File: config.mk
export PLATFORM = sky130hd
export DESIGN_NAME = assoc_policy_cache
export DESIGN_NICKNAME = d
export VERILOG_FILES = /design/src/rtl/apc_pkg.sv /design/src/rtl/cache_lfsr.sv /design/src/rtl/cache_set.sv /design/src/rtl/assoc_policy_cache.sv
export SDC_FILE = /design/constraint.sdc
export NUM_CORES = 1
export LEC_CHECK = 0
export ABC_AREA = 1
export ABC_CLOCK_PERIOD_IN_PS = 4880
export BUFFER_PORTS_ARGS = -buffer_cell sky130_fd_sc_hd__buf_2
export CAP_MARGIN = 20
export CELL_PAD_IN_SITES_DETAIL_PLACEMENT = 0
export CELL_PAD_IN_SITES_GLOBAL_PLACEMENT = 2
export CORE_MARGIN = 10
export CORE_UTILIZATION = 35
export CTS_CLUSTER_DIAMETER = 30
export DETAILED_ROUTE_END_ITERATION = 6
export PLACE_DENSITY_LB_ADDON = 0.3
export SYNTH_ARGS = -nofsm -noshare
export SYNTH_HDL_FRONTEND = slang
export SYNTH_SLANG_ARGS = --single-unit
File: constraint.sdc
create_clock -name clk_i -period 4.88 [get_ports clk_i]
set_clock_uncertainty 0.1 [all_clocks]
set_input_delay 0.732 -clock clk_i [delete_from_list [all_inputs] [get_ports clk_i]]
set_output_delay 0.732 -clock clk_i [all_outputs]
set_load 0.005 [all_outputs]
File: src/rtl/apc_pkg.sv
package apc_pkg;
  typedef enum logic [1:0] {
    POL_LRU  = 2'd0,
    POL_MRU  = 2'd1,
    POL_RAND = 2'd2,
    POL_LRU2 = 2'd3
  } policy_e;
endpackage

File: src/rtl/cache_lfsr.sv
module cache_lfsr #(
  parameter int unsigned      W    = 8,
  parameter logic [W-1:0]     SEED = 8'hA5,
  parameter logic [W-1:0]     TAPS = 8'hB8
) (
  input  logic clk_i,
  input  logic rst_ni,
  input  logic step_i,
  output logic bit_o
);
  logic [W-1:0] q;
  logic         fb;

  assign fb    = ^(q & TAPS);
  assign bit_o = q[0];

  always_ff @(posedge clk_i or negedge rst_ni) begin
    if (!rst_ni)     q <= SEED;
    else if (step_i) q <= {q[W-2:0], fb};
  end
endmodule

File: src/rtl/cache_set.sv
module cache_set
  import apc_pkg::*;
#(
  parameter int unsigned TAG_W = 7
) (
  input  logic             clk_i,
  input  logic             rst_ni,
  input  logic             sel_i,
  input  logic [TAG_W-1:0] tag_i,
  input  logic [1:0]       policy_i,
  input  logic             bypass_i,
  input  logic             rnd_bit_i,
  output logic             hit_o,
  output logic             evict_o,
  output logic [TAG_W-1:0] evict_tag_o,
  output logic             rnd_used_o
);
  logic [1:0]       vld_q;
  logic [TAG_W-1:0] tag_q [2];
  logic             mru_q;   // way referenced most recently

  logic [1:0] way_hit;
  logic       hit_way, victim, fill_way, full, alloc;

  always_comb begin
    for (int w = 0; w < 2; w++) way_hit[w] = vld_q[w] && (tag_q[w] == tag_i);
  end

  assign hit_o   = |way_hit;
  assign hit_way = way_hit[1];
  assign full    = &vld_q;

  always_comb begin
    unique case (policy_e'(policy_i))
      POL_MRU:  victim = mru_q;
      POL_RAND: victim = rnd_bit_i;
      default:  victim = ~mru_q;
    endcase
  end

  assign fill_way    = !vld_q[0] ? 1'b0 : (!vld_q[1] ? 1'b1 : victim);
  assign alloc       = sel_i && !hit_o && !bypass_i;
  assign evict_o     = alloc && full;
  assign evict_tag_o = tag_q[victim];
  assign rnd_used_o  = evict_o && (policy_e'(policy_i) == POL_RAND);

  always_ff @(posedge clk_i or negedge rst_ni) begin
    if (!rst_ni) begin
      vld_q <= '0;
      mru_q <= 1'b0;
      for (int w = 0; w < 2; w++) tag_q[w] <= '0;
    end else if (sel_i) begin
      if (hit_o) begin
        mru_q <= hit_way;
      end else if (alloc) begin
        vld_q[fill_way] <= 1'b1;
        tag_q[fill_way] <= tag_i;
        mru_q           <= fill_way;
      end
    end
  end
endmodule

File: src/rtl/assoc_policy_cache.sv
module assoc_policy_cache #(
  parameter int unsigned ADDR_W   = 8,
  parameter int unsigned NUM_SETS = 2,
  parameter int unsigned CNT_W    = 16,
  parameter logic [7:0]  LFSR_SEED = 8'hA5
) (
  input  logic              clk_i,
  input  logic              rst_ni,
  input  logic              req_valid_i,
  input  logic [ADDR_W-1:0] req_addr_i,
  input  logic [1:0]        policy_i,
  input  logic              bypass_i,
  output logic              hit_o,
  output logic              miss_o,
  output logic              evict_valid_o,
  output logic [ADDR_W-1:0] evict_addr_o,
  output logic [CNT_W-1:0]  hit_count_o,
  output logic [CNT_W-1:0]  miss_count_o
);
  localparam int unsigned IDX_W = $clog2(NUM_SETS);
  localparam int unsigned TAG_W = ADDR_W - IDX_W;

  logic [IDX_W-1:0] idx;
  logic [TAG_W-1:0] tag;
  logic             rnd_bit, rnd_step;

  logic [NUM_SETS-1:0] set_hit, set_ev, set_rnd;
  logic [TAG_W-1:0]    set_ev_tag [NUM_SETS];

  assign idx = req_addr_i[IDX_W-1:0];
  assign tag = req_addr_i[ADDR_W-1:IDX_W];

  for (genvar s = 0; s < NUM_SETS; s++) begin : g_set
    cache_set #(.TAG_W(TAG_W)) u_set (
      .clk_i       (clk_i),
      .rst_ni      (rst_ni),
      .sel_i       (req_valid_i && (idx == IDX_W'(s))),
      .tag_i       (tag),
      .policy_i    (policy_i),
      .bypass_i    (bypass_i),
      .rnd_bit_i   (rnd_bit),
      .hit_o       (set_hit[s]),
      .evict_o     (set_ev[s]),
      .evict_tag_o (set_ev_tag[s]),
      .rnd_used_o  (set_rnd[s])
    );
  end

  assign rnd_step = |set_rnd;

  cache_lfsr #(.W(8), .SEED(LFSR_SEED), .TAPS(8'hB8)) u_lfsr (
    .clk_i  (clk_i),
    .rst_ni (rst_ni),
    .step_i (rnd_step),
    .bit_o  (rnd_bit)
  );

  logic look_hit;
  assign look_hit = set_hit[idx];

  always_ff @(posedge clk_i or negedge rst_ni) begin
    if (!rst_ni) begin
      hit_o         <= 1'b0;
      miss_o        <= 1'b0;
      evict_valid_o <= 1'b0;
      evict_addr_o  <= '0;
      hit_count_o   <= '0;
      miss_count_o  <= '0;
    end else begin
      hit_o         <= req_valid_i && look_hit;
      miss_o        <= req_valid_i && !look_hit;
      evict_valid_o <= set_ev[idx];
      if (set_ev[idx]) evict_addr_o <= {set_ev_tag[idx], idx};
      if (req_valid_i && look_hit)  hit_count_o  <= hit_count_o + 1'b1;
      if (req_valid_i && !look_hit) miss_count_o <= miss_count_o + 1'b1;
    end
  end
endmodule

==> metrics.csv <==
stage,metric,value,unit
synthesis,syn_area_per_cell,7.22,um2
synthesis,yosysMostFrequentCell,nand2_1,
sta,finalSetupViolCount,0,
clock_tree,path_clk_slew,70,ps
synthesis,seq_area_frac_synth,0.412,
global_route,grt_antenna_before_repair,0,
setup_path,startpoint_type,input pin,
drt,drt_iter0_markers,249,
clock_tree,numCtsBuffers,9,
global_route,grt_max_degree,52,
synthesis,synth-warning-count,0,
placed_design,place_congestion,0.817,
synthesis,synth_largest_area_cell,dfrtp_1,
placed_design,dpl.hpwl,10500,um
sta,worstMarginPinSlew,769,ps
final_layout,drive_gt1_frac,0.131,
floorplanning,dieArea,20000,um2
sta,period_share,0.530,
synthesis,synth_nets,735,
synthesis,synth_seq_cells,85,
synthesis,syn_area,5170,um2
clock_tree,ctsLongestPathBuffers,2,
hold_path,hold_path.class,in2async,
global_route,first_global_vias,4542,
synthesis,synthDistinctLibCells,32,
sta,relSlewSlack,0.488,
floorplanning,initial_core_util,0.356,
clock_tree,clock_sinks,85,
status,status,finished clean,
floorplanning,pin_count,57,
drt,drc,0,
final_layout,n_fill_cell,1606,
synthesis,synthTopCellsByCount,"nand2_1, dfrtp_1, inv_1, nand3_1, o21ai_0",
drt,totalWireLength,14100,um
power,leakage,3.07,nW
sta,fmax,0.387,GHz
synthesis,synthCells,717,
sta,maxSlewViolCount,0,
sta,min_period,2580,ps
final_layout,area_growth,12.6,%
synthesis,synthArstFlopShare,1.00,
clock_tree,post_cts_buffers,0,
drt,via_count,4627,
final_layout,final_util,0.401,
synthesis,yosysTopAreaCellShare,0.392,
clock_tree,cts_resized,0,
power,pwr_density_cell,395,nW/um2
clock_tree,root_buffer,clkbuf_16,
setup_path,critPathRequiredTime,5030,ps
final_layout,n_antenna_cell,0,
sta,hold_viol,0,
clock_tree,ctsHoldBuffers,0,
sta,setup_tns,0,ps
drt,wl_per_cell,14.8,um
synthesis,synth_flop_cell,dfrtp_1,
floorplanning,rows,44,
final_layout,final_net_count,782,
floorplanning,die_h,142,um
final_layout,multi_input_area,2570,um2
floorplanning,fp.dieW,142,um
synthesis,synth-edff-count,0,
sta,rsz0062_at_grt,no,
global_route,grt_first_pass_wirelength,23700,um
global_route,grt-ovfl-total,0,
setup_path,path_class,in2reg,
run,maxCapViolCount,0,
setup_path,crit_arrival,2730,ps
power,ir_drop,192,uV
drt,first_pass_iters,5,
clock_tree,cts_tree,yes,
drt,routed_via_density,4.86,
global_route,grtUsageTotal,0.144,
drt,ant_nets,0,
synthesis,synth_area_leaders,"dfrtp_1, nand2_1, inv_1",
clock_tree,h-tree-depth,3,
placed_design,io_buffers,56,
clock_tree,insertion_delay,350,ps
power,total_power,0.00230,W
floorplanning,core_area,14500,um2
setup_path,worstPathMaxFanout,15,
final_layout,seq_area,2130,um2
setup_path,end_kind,register,
==> cells in the final DEF, fill, tap and decap left out, drive strengths merged <==
| cell | n |
|---|---|
| inv | 86 |
| dfstp | 4 |
| o21ai | 51 |
| nor4 | 2 |
| nor3 | 16 |
| clkinv | 2 |
| ha | 4 |
| xor2 | 22 |
| dfrtp | 81 |
| nor2 | 42 |
| nand4 | 26 |
| nand3 | 57 |
| buf | 57 |
| clkbuf | 13 |
| a21oi | 18 |
| clkinvlp | 1 |
| nand3b | 1 |
| nand2 | 278 |
| xnor2 | 8 |
==> final timing paths <==
| check | from | endpoint | slack, ps | cells after the start |
|---|---|---|---|---|
| min reg2reg | evict_addr_o[0] | evict_addr_o[0] | 390 | 2 |
| min | rst_ni | g_set[1].u_set.tag_q[11] | 330 | 1 |
| max | policy_i[0] | g_set[0].u_set.tag_q[6] | 2300 | 11 |
| max reg2reg | u_lfsr.q[0] | g_set[0].u_set.tag_q[6] | 2790 | 8 |
| max in group asynchronous | rst_ni | g_set[0].u_set.tag_q[5] | 3410 | 2 |
| min in group clk_i | evict_addr_o[0] | evict_addr_o[0] | 390 | 2 |
==> where the power goes <==
group / total, W / switching [W] / internal, W
logic: 0.000646 / 0.000412 / 0.000234
registers: 0.000990 / 0.000139 / 0.000851
clock network: 0.000662 / 0.000289 / 0.000374
==> cell type report <==
type | instances | share of cell area
Sequential cell | 85 | 0.366
Tap cell | 184 | 0.0395
Inverter | 86 | 0.0558
Clock inverter | 3 | 0.00365
Multi-Input combinational cell | 525 | 0.441
Clock buffer | 13 | 0.0447
Timing Repair Buffer | 57 | 0.0498
==> sequential cells by signal, summed over array words and instances, names as in the netlist <==
| register | count |
|---|---|
| evict_addr_o | 8 |
| evict_valid_o | 1 |
| g_set.u_set.mru_q | 2 |
| g_set.u_set.tag_q | 28 |
| g_set.u_set.vld_q | 4 |
| hit_count_o | 16 |
| hit_o | 1 |
| miss_count_o | 16 |
| miss_o | 1 |
| u_lfsr.q | 8 |
==> kinds of logic (layout without fill, tap and decap cells) <==
kind of cell / after synthesis / after routing / synth area share
fa+ha+maj: 4 / 4 / 0.00967
buf+inv: 107 / 159 / 0.0919
simple gates: 422 / 422 / 0.369
compound gates: 69 / 69 / 0.0667
xor+xnor: 30 / 30 / 0.0508
flops: 85 / 85 / 0.412
==> worst max-delay path, stage by stage <==
cell	delay [ps]
buf_2	110
inv_1	50
ha_1	430
nand2_1	140
nand2_1	90
nand2_1	50
o21ai_0	160
o21ai_0	170
inv_1	110
nand3_1	380
o21ai_0	320
==> per-stage QoR <==
stage          hold slack, ps  worst slack (ps)  area [um2]  instances
2_1_floorplan             336              2760        5170        717
3_3_place_gp              371              2000        5540        937
3_5_place_dp              375              1930        5540        937
4_1_cts                   352              2300        5830        953
5_1_grt                   376              2090        5830        953
6_report                  329              2300        5830        953
==> layer usage <==
layer	part of all wire	up-vias	track usage
li1	-	2374	-
met1	0.47	2169	0.183
met2	0.48	79	0.238
met3	0.042	5	0.0417
met4	0.0075	0	0.0290
met5	0	-	0
(Power assumes the default switching activity.)
